$ cat src/rtl/nibble_fetch_seq.sv
module nibble_fetch_seq #(
  parameter int ADDR_W = 16,
  parameter int COL_W  = 7,
  parameter int NIB_W  = 4
) (
  input  logic                    clk,
  input  logic                    rst_n,
  input  logic [ADDR_W-1:0]       byte_addr,
  input  logic                    fetch_win,
  input  logic                    spacer,
  input  logic                    half_rate,
  input  logic [NIB_W-1:0]        dram_nibble,
  output logic [ADDR_W-COL_W-1:0] dram_addr,
  output logic                    ras_n,
  output logic                    cas_n,
  output logic [2*NIB_W-1:0]      byte_out,
  output logic                    col_adv
);
  localparam int ROW_W = ADDR_W - COL_W;

  logic [2:0]        ph;
  logic              slot;
  logic              fetch_q;
  logic [COL_W-1:0]  col_q;
  logic [NIB_W-1:0]  hi_q;

  wire go = ~slot & fetch_win & ~spacer;
  wire [ROW_W-1:0] row_a = byte_addr[ADDR_W-1:COL_W];
  wire [ROW_W-1:0] col0  = ROW_W'({col_q, 1'b0});
  wire [ROW_W-1:0] col1  = ROW_W'({col_q, 1'b1});

  always_ff @(posedge clk) begin
    if (!rst_n) begin
      ph        <= '0;
      slot      <= 1'b0;
      fetch_q   <= 1'b0;
      col_q     <= '0;
      hi_q      <= '0;
      dram_addr <= '0;
      ras_n     <= 1'b1;
      cas_n     <= 1'b1;
      byte_out  <= '0;
      col_adv   <= 1'b0;
    end else begin
      ph      <= ph + 3'd1;
      col_adv <= 1'b0;
      case (ph)
        3'd0: begin
          fetch_q <= go;
          if (go) begin
            col_q     <= byte_addr[COL_W-1:0];
            dram_addr <= row_a;
          end
        end
        3'd1: if (fetch_q) begin
          ras_n     <= 1'b0;
          dram_addr <= col0;
        end
        3'd2: if (fetch_q) cas_n <= 1'b0;
        3'd3: if (fetch_q) hi_q <= dram_nibble;
        3'd4: begin
          cas_n <= 1'b1;
          if (fetch_q) dram_addr <= col1;
        end
        3'd5: if (fetch_q) cas_n <= 1'b0;
        3'd6: if (fetch_q) begin
          byte_out <= {hi_q, dram_nibble};
          col_adv  <= 1'b1;
        end
        default: begin
          cas_n <= 1'b1;
          ras_n <= 1'b1;
          slot  <= half_rate ? ~slot : 1'b0;
        end
      endcase
    end
  end
endmodule

$ cat config.mk
export PLATFORM = sky130hd
export DESIGN_NAME = nibble_fetch_seq
export DESIGN_NICKNAME = d
export VERILOG_FILES = /design/src/rtl/nibble_fetch_seq.sv
export SDC_FILE = /design/constraint.sdc
export NUM_CORES = 1
export LEC_CHECK = 0
export BUFFER_PORTS_ARGS = -buffer_cell sky130_fd_sc_hd__buf_2
export CAP_MARGIN = 15
export CORE_MARGIN = 4
export CORE_UTILIZATION = 40
export CTS_CLUSTER_SIZE = 14
export DETAILED_ROUTE_END_ITERATION = 8
export PLACE_DENSITY = 0.71
export SETUP_SLACK_MARGIN = 0.4
export SLEW_MARGIN = 40
export SYNTH_ARGS = -nofsm -noshare
export SYNTH_HDL_FRONTEND = slang
export SYNTH_SLANG_ARGS = --single-unit
$ cat constraint.sdc
create_clock -name clk -period 3.2 [get_ports clk]
set_input_delay 0 -clock clk [delete_from_list [all_inputs] [get_ports clk]]
set_output_delay 0 -clock clk [all_outputs]
set_load 0.01 [all_outputs]
# After elaboration in Yosys (flattened, before gate mapping)
# Index checks and enable logic that the tools add are counted.
[word_totals]
wordCells = 49
n_memories = 0
latch_bits = 0
output_inout_bits = 20
register_bits = 36
inputBits = 25
romBits = 0
ram_bits = 0
[op_classes]
n_mul = 0
mux = 9
n_shift = 0
reduce_logical = 13
div_mod_pow = 0
n_lt_le_gt_ge = 0
bitwise = 6
addsub = 1
eq_ne = 10
[op_table]
columns = ["operator", "count"]
rows = [
  ["9-bit 2-to-1 mux", 3],
  ["9-bit case mux with 3 select lines", 1],
  ["2-bit AND reduction", 6],
  ["3-bit == test, second input constant", 3],
  ["7-bit OR reduction", 1],
  ["3-bit by 2-bit == test with 1-bit output, second input constant", 2],
  ["2-bit != test, second input constant", 3],
  ["6-bit OR reduction", 1],
  ["1-bit inverter", 4],
  ["1-bit case mux with 2 select lines", 2],
  ["4-bit AND reduction", 1],
  ["4-bit OR reduction", 1],
  ["3-bit by 1-bit adder with 3-bit output, second input constant", 1],
  ["3-bit by 1-bit == test with 1-bit output, second input constant", 1],
  ["3-bit zero test", 1],
  ["1-bit 2-to-1 mux", 3],
  ["3-bit nonzero test", 1],
  ["1-bit AND", 2],
  ["2-bit by 1-bit != test with 1-bit output, second input constant", 1],
  ["2-bit OR reduction", 1],
]

# Longest topological paths before layout
# Gate-level depths: netlist of the first run.
[logic_depth]
depth_word = 5
depth_mapped = 8
mapped_depth_nobuf = 6

# Worst setup path after synthesis of the first run
# OpenSTA, ideal clock, no wires.
[synth_timing]
path_kind = "register to register"
startpoint = "register ph[0]"
endpoint = "register dram_addr[4]"
setup_slack_ps = 1409
stages_incl_launch_ff = 9
arrival_time_ps = 1669
n_path_buf = 2
required_time_ps = 3078
cell_sequence = "dfxtp_1 inv_1 ha_1 buf_2 mux2i_4 o2111a_2 buf_6 o21ai_1 o311a_1"
[synth_via]
elab_chain_len = 3
word_cells_on_any_way = 9
cone_classes = "5 x eq/ne; 1 x mux; 3 x reduce/logical"
[synth_rtl]
columns = ["item", "line_no", "rtl"]
rows = [
  ["from (decl)", "21", "logic [2:0] ph;"],
  ["from (signal assigned)", "45", "ph <= ph + 3'd1;"],
  ["3-bit by 1-bit == test with 1-bit output (tied with other cells)", "47", "case (ph)"],
  ["2-bit != test (no line) or 3-bit nonzero test (tied branches)", "n/a", ""],
  ["4-bit AND reduction (no line)", "n/a", ""],
  ["to (signal assigned)", "52", "dram_addr <= row_a;"],
  ["to (signal assigned)", "57", "dram_addr <= col0;"],
  ["to (signal assigned)", "63", "if (fetch_q) dram_addr <= col1;"],
  ["to (decl)", "13", "output logic [ADDR_W-COL_W-1:0] dram_addr,"],
]
# Several ways; a longest one is shown, not always the timed one.
# A chain may end at the register's enable or synchronous reset.

# Worst setup path after layout of the first run
[layout_timing]
startpoint = "register ph[0]"
endpoint = "register dram_addr[6]"
# The elaborated chain is that of the path after synthesis.

==> results of run 1 <==
## layer usage
layer / up-vias / track usage / wire length [µm]
met5: - / 0 / 0
met4: 0 / 0.0438 / 41
met3: 4 / 0.0526 / 260
met2: 41 / 0.214 / 1460
met1: 591 / 0.184 / 1620
li1: 710 / - / -
## path summary, 6_finish.rpt
check	depth (start not counted)	end	slack [ns]
worst max-delay path	6	dram_addr[6]	1.19
worst min-delay path	4	slot	0.06
worst max register to register	6	dram_addr[6]	1.19
worst min register to register	2	byte_out[5]	0.46
## layout make-up
type                       instances  area share
sequential                        36       0.344
clock inverter                     1      0.0143
inverter                           4     0.00716
timing repair buffer              56       0.162
multi-input combinational        121       0.397
tap                               50      0.0298
clock buffer                       7      0.0459
## per-stage QoR
stage / hold slack [ns] / util
3_3_place_gp: 0.261 / 0.466
3_5_place_dp: 0.265 / 0.466
6_report: 0.0608 / 0.528
5_1_grt: 0.0804 / 0.528
4_1_cts: 0.0514 / 0.528
2_1_floorplan: 0.145 / -
## power by group through the flow
stage / sequential (mW) / clock (mW) / combinational (mW)
final: 0.481 / 0.435 / 0.139
after global routing: 0.484 / 0.471 / 0.155
after CTS: 0.481 / 0.448 / 0.140
after detailed placement: 0.491 / 0 / 0.128
after global placement: 0.491 / 0 / 0.128
after floorplan: 0.491 / 0 / 0.0919
## cell usage in the layout (no fill, tap or decap), drive strengths merged, types with 4 or more instances in the layout
master | Yosys | routed
dfxtp | 36 | 36
buf | 6 | 44
dlygate4sd3 | 0 | 12
clkbuf | 7 | 7
o311a | 7 | 7
nand3 | 7 | 7
ha | 5 | 5
inv | 4 | 4
mux2i | 15 | 15
nand2 | 24 | 24
nor2b | 13 | 13
a21boi | 14 | 14
o21ai | 13 | 13
## worst max-delay path: cells and delay by family, from the launching register on
family / cells / cell delay (ns)
adders and majority gates: 1 / 0.32
AOI/OAI and AO/OA: 3 / 0.68
muxes: 1 / 0.42
buffers and inverters: 1 / 0.08
DFF: 1 / 0.40
## cell families after synthesis
| family | share of synthesized area |
|---|---|
| buf+inv | 0.0527 |
| fa+ha+maj | 0.0382 |
| mux | 0.106 |
| flops | 0.440 |
| compound gates | 0.189 |
| simple gates | 0.174 |
## sequential cells by signal, summed over array words and instances, names as in the netlist
register   flops
slot           1
fetch_q        1
ras_n          1
ph             3
hi_q           4
col_adv        1
col_q          7
dram_addr      9
byte_out       8
cas_n          1
==> run_results.csv, run 1 <==
group,metric,value,unit
power_and_ir_drop,p_clk_frac,0.412,
timing,grt_setup_unrepaired,"false",
cells_and_area,diodes,0,
cells_and_area,seq_area,721,µm²
clock_tree,cts_inserted_buffers,5,
hold_path,worstHoldStart,"half_rate",
routing,routedWlPerCell,12.3,µm
timing,fmax,0.498,GHz
worst_setup_path,crit_slowest_cell,"mux2i_4",
cells_and_area,nFillCells,374,
timing,finalSetupTns,0,ns
timing,drv_slew,0,
timing,fin_skew,0.00221,ns
cells_and_area,multi_input_area,832,µm²
routing,final_antenna_net_count,0,
worst_setup_path,path_max_fanout,15,
timing,worst_slack,1.19,ns
place,hpwl,2350,µm
routing,first_pass_iters,4,
grt,grt_pass1_wl,5730,µm
place,dpl_cell_area,1850,µm²
clock_tree,clock-root-buffer,"clkbuf_8",
worst_setup_path,critPathLaunch,"ph[0]",
worst_setup_path,start_kind,"register",
timing,worstMarginPinSlew,0.530,ns
grt,grt_max_degree,37,
power_and_ir_drop,seqPwrFrac,0.456,
logic_synthesis,yosys_warnings,0,
worst_setup_path,critical_path_class,"reg -> reg",
worst_setup_path,arrival,2.18,ns
cells_and_area,instances_no_fill,275,
power_and_ir_drop,p_per_area,503,nW/µm²
outcome,status,"finished clean",
power_and_ir_drop,total_power,1.06,mW
timing,min_period_over_period,0.628,
timing,setup_viol,0,
place,dp_cells,255,
routing,drt_drc_violations_left,0,
worst_setup_path,rr_startpoint,"ph[0]",
logic_synthesis,yosys-top-cells-area,"dfxtp_1 44%, mux2i_1 8.5%, a21boi_0 6.0%",
die,pin_count,45,
timing,slew_headroom,0.647,
cells_and_area,design_area,2100,µm²
logic_synthesis,syn_area,1640,µm²
grt,gr-usage-all-layers,0.140,
power_and_ir_drop,p_comb_frac,0.132,
power_and_ir_drop,cellLeakagePower,0.914,nW
logic_synthesis,synth-async-reset-ratio,0,
logic_synthesis,synth_top_area_share,0.440,
logic_synthesis,synth_cell_types,33,
clock_tree,clk_path_buf_depth,2,
worst_setup_path,cp_data_required_time,3.38,ns
grt,antenna_found_initial,0,
logic_synthesis,synth_edf_count,0,
logic_synthesis,ys_seq_area_frac,0.440,
clock_tree,cts_setup_buffers,0,
worst_setup_path,cp_slowest_stage_delay,0.42,ns
clock_tree,cts_htree_levels,2,
hold_path,worstHoldPathType,"in -> reg",
timing,hold_viol_final,0,
die,core_area,3970,µm²
routing,dr.first_iter.drc_count,67,
die,start_util,0.413,
clock_tree,clk_latency,0.29,ns
timing,layout_min_cycle_time,2.01,ns
logic_synthesis,synth_cells,174,
logic_synthesis,yosys.cell_count.top_type,"dfxtp_1",
logic_synthesis,synth_flop_cell,"dfxtp_1",
grt,overflow,0,
die,die_y,72.0,µm
clock_tree,cts_tree,"done",
cells_and_area,drive_above_1_share,0.249,
worst_setup_path,worst_setup_path_end_kind,"register",
logic_synthesis,syn_nets,204,
routing,vias,1346,
routing,wl,3380,µm
place,portBuffers,44,
cells_and_area,syn2layout_area_growth,27.9,%
cells_and_area,layout.nets,254,
routing,viasPerCell,4.89,
grt,grt_pass1_vias,1263,
logic_synthesis,synth_top_cell_by_area,"dfxtp_1",
worst_setup_path,crit_path_cell_trace,"inv_1, ha_1, mux2i_4, o2111a_2, o21ai_0, o311a_1",
power_and_ir_drop,switchingPower,242,µW
clock_tree,clock_sinks,36,
logic_synthesis,yosys-top-cells-count,"36 x dfxtp_1, 24 x nand2_1, 14 x mux2i_1",
die,die_w,72.0,µm
power_and_ir_drop,peakVddDrop,0.301,mV
logic_synthesis,ys_ff_latch,36,
place,place.gp.congestion,0.762,
logic_synthesis,avgSynthCellArea,9.42,µm²
die,die-area,5190,µm²
clock_tree,hold_buffers,12,
power_and_ir_drop,swShare,0.229,
power_and_ir_drop,p_int,814,µW
place,pre_cts_ws,1.19,ns
job,cap_violations,0,
clock_tree,clk_pin_slew,0.07,ns
die,rows,23,
clock_tree,post_cts_resize_count,0,
Power figures use the tool's default switching activity.
==> run 2: changes to the inputs <==
--- a/config.mk
+++ b/config.mk
@@ -5,13 +5,14 @@
 export SDC_FILE = /design/constraint.sdc
 export NUM_CORES = 1
 export LEC_CHECK = 0
+export ABC_AREA = 1
 export BUFFER_PORTS_ARGS = -buffer_cell sky130_fd_sc_hd__buf_2
 export CAP_MARGIN = 15
 export CORE_MARGIN = 4
 export CORE_UTILIZATION = 40
 export CTS_CLUSTER_SIZE = 14
 export DETAILED_ROUTE_END_ITERATION = 8
-export PLACE_DENSITY = 0.71
+export PLACE_DENSITY = 0.7
 export SETUP_SLACK_MARGIN = 0.4
 export SLEW_MARGIN = 40
 export SYNTH_ARGS = -nofsm -noshare
==> constraint.sdc (replaced) <==
create_clock -name clk -period 1.9 [get_ports clk]
set_input_delay 0 -clock clk [delete_from_list [all_inputs] [get_ports clk]]
set_output_delay 0 -clock clk [all_outputs]
set_load 0.01 [all_outputs]
==> run 2 against run 1 <==
Setup slack got worse by 0.67 ns. Non-clock buffer count rose by 4. Synthesized cell count rose by 34%. Critical path type unchanged.
==> run_results.csv, run 2 <==
group,metric,value,unit
die,die-area,5420,µm²
timing,slew_headroom,0.645,
routing,final_antenna_net_count,0,
routing,vias,1557,
worst_setup_path,start_kind,"register",
worst_setup_path,critPathBufInv,1,
hold_path,worstHoldPathType,"in -> reg",
grt,grt_max_degree,34,
logic_synthesis,synth_top_area_share,0.419,
grt,grt_pass1_vias,1431,
routing,routedWlPerCell,10.8,µm
timing,finalSetupTns,0,ns
place,hpwl,2630,µm
clock_tree,clk_latency,0.29,ns
timing,min_period_over_period,0.727,
clock_tree,clock_sinks,36,
worst_setup_path,critical_path_class,"reg -> reg",
cells_and_area,final_cell_mix,"44 x buf_2, 43 x nand2_1, 36 x nor2_1, 33 x dfxtp_1, 29 x inv_1",
cells_and_area,layout_commonest_cell,"buf_2",
logic_synthesis,synth_cell_types,24,
worst_setup_path,arrival,1.57,ns
timing,hold_viol_final,0,
worst_setup_path,crit_cells,8,
routing,first_pass_iters,4,
cells_and_area,drive_above_1_share,0.302,
cells_and_area,nFillCells,371,
worst_setup_path,cp_slowest_stage_delay,0.37,ns
cells_and_area,fin_util,0.574,
grt,grt_pass1_wl,6440,µm
cells_and_area,largest-register,"dram_addr",
cells_and_area,instances_no_fill,345,
place,portBuffers,44,
clock_tree,clock-root-buffer,"clkbuf_8",
logic_synthesis,ys_ff_latch,36,
power_and_ir_drop,p_per_area,903,nW/µm²
clock_tree,clk_path_buf_depth,2,
hold_path,min_path_cells,5,
routing,wl,3720,µm
clock_tree,clk_pin_slew,0.07,ns
timing,fin_skew,0.00880,ns
cells_and_area,diodes,0,
worst_setup_path,worstRegToRegCells,8,
worst_setup_path,path_delay_family,"adder cells",
logic_synthesis,syn_nets,263,
cells_and_area,largest_reg_flops,9,
logic_synthesis,synth_cells,233,
die,pin_count,45,
die,start_util,0.421,
clock_tree,cts_inserted_buffers,5,
timing,drv_slew,0,
worst_setup_path,path_max_fanout,6,
logic_synthesis,yosys.cell_count.top_type,"nand2_1",
die,die_y,73.6,µm
logic_synthesis,yosys-top-cells-area,"dfxtp_1 42%, nand2_1 9.4%, nor2_1 8.1%",
grt,antenna_found_initial,0,
power_and_ir_drop,peakVddDrop,0.450,mV
power_and_ir_drop,cellLeakagePower,1.15,nW
clock_tree,cts_tree,"done",
die,rows,23,
place,dp_cells,323,
timing,fmax,0.724,GHz
place,pre_cts_ws,0.243,ns
power_and_ir_drop,total_power,2.12,mW
timing,worstMarginPinSlew,0.532,ns
timing,setup_viol,0,
logic_synthesis,synth_edf_count,0,
logic_synthesis,synth-async-reset-ratio,0,
timing,grt_setup_unrepaired,"false",
logic_synthesis,yosys_warnings,0,
clock_tree,cts_htree_levels,2,
worst_setup_path,cp_data_required_time,2.08,ns
routing,viasPerCell,4.51,
place,place.gp.congestion,0.778,
logic_synthesis,avgSynthCellArea,7.39,µm²
grt,gr-usage-all-layers,0.154,
routing,drt_drc_violations_left,0,
grt,overflow,0,
die,core_area,4090,µm²
cells_and_area,layout.nets,324,
worst_setup_path,crit_slowest_cell,"dfxtp_4",
job,cap_violations,0,
logic_synthesis,syn_area,1720,µm²
worst_setup_path,worst_setup_path_end_kind,"register",
logic_synthesis,synth_flop_cell,"dfxtp_1",
routing,dr.first_iter.drc_count,107,
timing,layout_min_cycle_time,1.38,ns
timing,worst_slack,0.519,ns
outcome,status,"finished clean",
cells_and_area,top_regs,"dram_addr: 9 flops, byte_out: 8 flops, col_q: 7 flops",
logic_synthesis,yosys-top-cells-count,"43 x nand2_1, 37 x nor2_1, 36 x dfxtp_1",
logic_synthesis,ys_seq_area_frac,0.419,
logic_synthesis,synth_top_cell_by_area,"dfxtp_1",
worst_setup_path,crit_path_cell_trace,"ha_1, ha_1, inv_1, nand2_1, nor2_2, o21ai_1, o21ai_1, nand2_1",
cells_and_area,syn2layout_area_growth,36.3,%
die,die_w,73.6,µm
run 2: changes by cell type after synthesis, sizes merged, moves of 3 or more:
cell	change
inv	+30
nor2b	-13
nor2	+44
mux2i	-15
and2	-3
nand3	+8
a21boi	-14
o21ai	+11
nand2	+28
o311a	-7
clkbuf	-5
a21oi	+9
run 2: cells by family (layout without fill, tap and decap cells):
family	Yosys count	count (layout)	synth area share
AND/OR/NAND/NOR	115	115	0.336
buffers and inverters	40	102	0.0981
AO/OA/AOI/OAI	37	37	0.111
flip-flops	36	36	0.419
adder cells (fa/ha/maj)	5	5	0.0363
run 2: tightest hold or removal path: stages:
cell and delay [ns]:
buf_2 0.08, nand2_1 0.04, nand2_1 0.06, nor2_2 0.04, nor2_1 0.08
run 2: repair_timing:
item                       in CTS  in global routing
pin swaps                       0                  3
setup endpoints to repair      18                 17
hold endpoints to repair       14                  0
hold buffers                   12                  0
resized for setup               6                 14
setup buffers                   2                  0
run 2: metrics by stage:
step | instance area [µm²] | hold WS [ns]
after floorplan | 1720 | 0.135
after global placement | 1980 | 0.229
after detailed placement | 1980 | 0.230
after CTS | 2310 | 0.0471
after global routing | 2350 | 0.0708
final | 2350 | 0.0500
run 2: final cells by class:
class | count | area, µm² | area share
Sequential cell | 36 | 729 | 0.311
Multi-Input combinational cell | 157 | 883 | 0.376
Inverter | 34 | 130 | 0.0554
Timing Repair Buffer | 60 | 383 | 0.163
Clock inverter | 3 | 90.1 | 0.0384
Tap cell | 50 | 62.6 | 0.0267
Clock buffer | 5 | 68.8 | 0.0293
run 2: path summary, 6_finish.rpt:
| check | from | end | slack [ns] |
|---|---|---|---|
| min reg2reg | byte_out[0] | byte_out[0] | 0.44 |
| min | byte_addr[8] | dram_addr[1] | 0.05 |
| max reg2reg | ph[0] | ras_n | 0.52 |
| max | ph[0] | ras_n | 0.52 |
run 2: power breakdown:
group          internal (mW)  leakage [nW]  total [mW]  switching, mW
clock network          0.656        0.0784       0.928          0.271
logic                  0.152         0.781       0.371          0.219
registers              0.794         0.294       0.821         0.0269
run 2: routing by layer:
metal	GRT usage	vias up	wire length, µm
met3	0.0492	5	215
met4	0.0604	0	60
met1	0.198	671	1730
met5	0	-	0
li1	-	851	-
met2	0.238	30	1710
==> run 3: changes to the inputs <==
==> constraint.sdc (replaced) <==
create_clock -name clk -period 1.4 [get_ports clk]
set_input_delay 0 -clock clk [delete_from_list [all_inputs] [get_ports clk]]
set_output_delay 0 -clock clk [all_outputs]
set_load 0.01 [all_outputs]
==> run 3 against run 2 <==
Sequential cell count unchanged. Power up 35%. Critical endpoint is now dram_addr[2]. Wire length up 7.0%. Largest cell class unchanged. Clock skew down 0.0019 ns. Highest routed layer unchanged. Clock-buffer cell count up 1. Clock power up 29%.
==> run_results.csv, run 3 (synthesis gave the netlist of run 2 again) <==
group,metric,value,unit
job,cap_violations,0,
clock_tree,clk_latency,0.29,ns
timing,worst_slack,0.0690,ns
power_and_ir_drop,p_int,2.13,mW
cells_and_area,top_regs,"dram_addr: 9 flops, byte_out: 8 flops, col_q: 7 flops",
routing,drt_drc_violations_left,0,
place,dp_cells,329,
timing,min_period_over_period,0.951,
cells_and_area,largest-register,"dram_addr",
timing,hold_viol_final,0,
timing,setup_viol,0,
die,die-area,5420,µm²
grt,antenna_found_initial,0,
cells_and_area,drive_above_1_share,0.342,
worst_setup_path,ff2ff_setup_slack,0.07,ns
die,core_area,4090,µm²
power_and_ir_drop,p_clk_frac,0.418,
hold_path,hold-path-endpoint,"dram_addr[1]",
cells_and_area,syn2layout_area_growth,42.2,%
grt,grt_max_degree,34,
worst_setup_path,path_max_fanout,8,
cells_and_area,nFillCells,369,
timing,worstMarginPinSlew,0.547,ns
timing,slew_headroom,0.636,
die,rows,23,
routing,final_antenna_net_count,0,
die,pin_count,45,
routing,vias,1617,
clock_tree,clock_sinks,36,
timing,drv_slew,0,
clock_tree,cts_inserted_buffers,5,
outcome,status,"finished clean",
worst_setup_path,rr_startpoint,"ph[0]",
grt,gr-usage-all-layers,0.152,
die,die_w,73.6,µm
worst_setup_path,critical_path_class,"reg -> reg",
power_and_ir_drop,p_per_area,1170,nW/µm²
timing,grt_setup_unrepaired,"true",
cells_and_area,instances_no_fill,351,
worst_setup_path,crit_top_cell,"inv_2",
place,place.gp.congestion,0.859,
clock_tree,clk_path_buf_depth,2,
worst_setup_path,cp_data_required_time,1.59,ns
power_and_ir_drop,peakVddDrop,0.600,mV
die,die_y,73.6,µm
routing,viasPerCell,4.61,
cells_and_area,final_cell_mix,"44 x buf_2, 40 x nand2_1, 34 x nor2_1, 34 x dfxtp_1, 27 x inv_1",
cells_and_area,fin_util,0.599,
grt,grt_pass1_wl,6440,µm
power_and_ir_drop,switchingPower,742,µW
power_and_ir_drop,swShare,0.259,
worst_setup_path,cp_slowest_stage_delay,0.37,ns
clock_tree,cts_tree,"done",
clock_tree,clk_pin_slew,0.08,ns
cells_and_area,layout.nets,330,
timing,layout_min_cycle_time,1.33,ns
routing,first_pass_iters,4,
power_and_ir_drop,seqPwrFrac,0.388,
timing,fin_skew,0.00688,ns
worst_setup_path,rr_endpoint,"dram_addr[2]",
cells_and_area,layout_commonest_cell,"buf_2",
worst_setup_path,arrival,1.52,ns
hold_path,min_path_cells,5,
power_and_ir_drop,p_comb_frac,0.194,
worst_setup_path,crit_path_cell_trace,"inv_2, ha_4, inv_2, nor2_4, nand3_4, nand2_4, nand2_8, nor2_2, nor2_1",
routing,routedWlPerCell,11.3,µm
cells_and_area,diodes,0,
grt,overflow,0,
worst_setup_path,start_kind,"register",
place,hpwl,2710,µm
routing,dr.first_iter.drc_count,71,
clock_tree,cts_htree_levels,2,
worst_setup_path,worst_setup_path_end_kind,"register",
die,start_util,0.421,
power_and_ir_drop,cellLeakagePower,1.20,nW
routing,wl,3980,µm
grt,grt_pass1_vias,1465,
timing,fmax,0.751,GHz
hold_path,worstHoldStart,"byte_addr[8]",
place,portBuffers,44,
worst_setup_path,crit_slowest_cell,"dfxtp_4",
cells_and_area,largest_reg_flops,9,
worst_setup_path,worstRegToRegCells,9,
clock_tree,clock-root-buffer,"clkbuf_8",
hold_path,worstHoldPathType,"in -> reg",
place,pre_cts_ws,-0.0124,ns
run 3: cell types whose count changed in the layout (fill, tap and decap cells not counted), sizes merged:
cell / change
buf: +6
clkbuf: +1
bufinv: -1
run 3: final cells by class:
type | count | area (µm²) | area share
clock inverters | 2 | 60.1 | 0.0245
multi-input cells | 157 | 937 | 0.383
clock buffers | 6 | 93.8 | 0.0383
well taps | 50 | 62.6 | 0.0255
inverters | 34 | 135 | 0.0552
flip-flops and latches | 36 | 728 | 0.297
repair buffers | 66 | 432 | 0.176
run 3: worst max path at each step:
stage,cells past startpoint,endpoint,slack (ns),startpoint
3_5_place_dp,9,dram_addr[3],-0.01,ph[0]
4_1_cts,9,dram_addr[2],0.07,ph[0]
5_1_grt,8,ras_n,-0.03,ph[0]
3_3_place_gp,9,dram_addr[6],0.02,ph[0]
6_report,9,dram_addr[2],0.07,ph[0]
2_1_floorplan,9,dram_addr[0],0.11,ph[0]
run 3: power groups by stage:
stage	sequential [mW]	clock [mW]	combinational [mW]
5_1_grt	1.12	1.26	0.616
2_1_floorplan	1.14	0	0.343
6_report	1.11	1.20	0.556
3_3_place_gp	1.13	0	0.471
3_5_place_dp	1.14	0	0.478
4_1_cts	1.11	1.22	0.531
run 3: layer usage:
| layer | share of wire | global-route usage |
|---|---|---|
| met1 | 0.44 | 0.201 |
| met2 | 0.49 | 0.239 |
| met3 | 0.051 | 0.0369 |
| met4 | 0.017 | 0.0543 |
| met5 | 0 | 0 |
run 3: worst max-delay path: cells and delay by family (launching register included):
family	cells	cell delay, ns
fa+ha+maj	1	0.17
simple gates	6	0.54
flops	1	0.37
buf+inv	2	0.14
run 3: stage by stage:
step           setup TNS [ns]  hold slack (ns)  instance area (µm²)  power, mW
6_report                    0           0.0450                 2450       2.87
4_1_cts                     0           0.0435                 2400       2.87
3_5_place_dp          -0.0395            0.232                 2080       1.61
2_1_floorplan               0            0.135                 1770       1.48
5_1_grt               -0.0917           0.0598                 2450       3.00
3_3_place_gp                0            0.222                 2080       1.61
run 3: timing repair:
action | 4_1_cts | 5_1_grt
setup endpoints to repair | 34 | 34
endpoints found under the hold margin | 15 | 0
buffers inserted | 2 | 0
hold buffers | 12 | 0
gates resized for setup | 10 | 19
pin swaps | 8 | 6
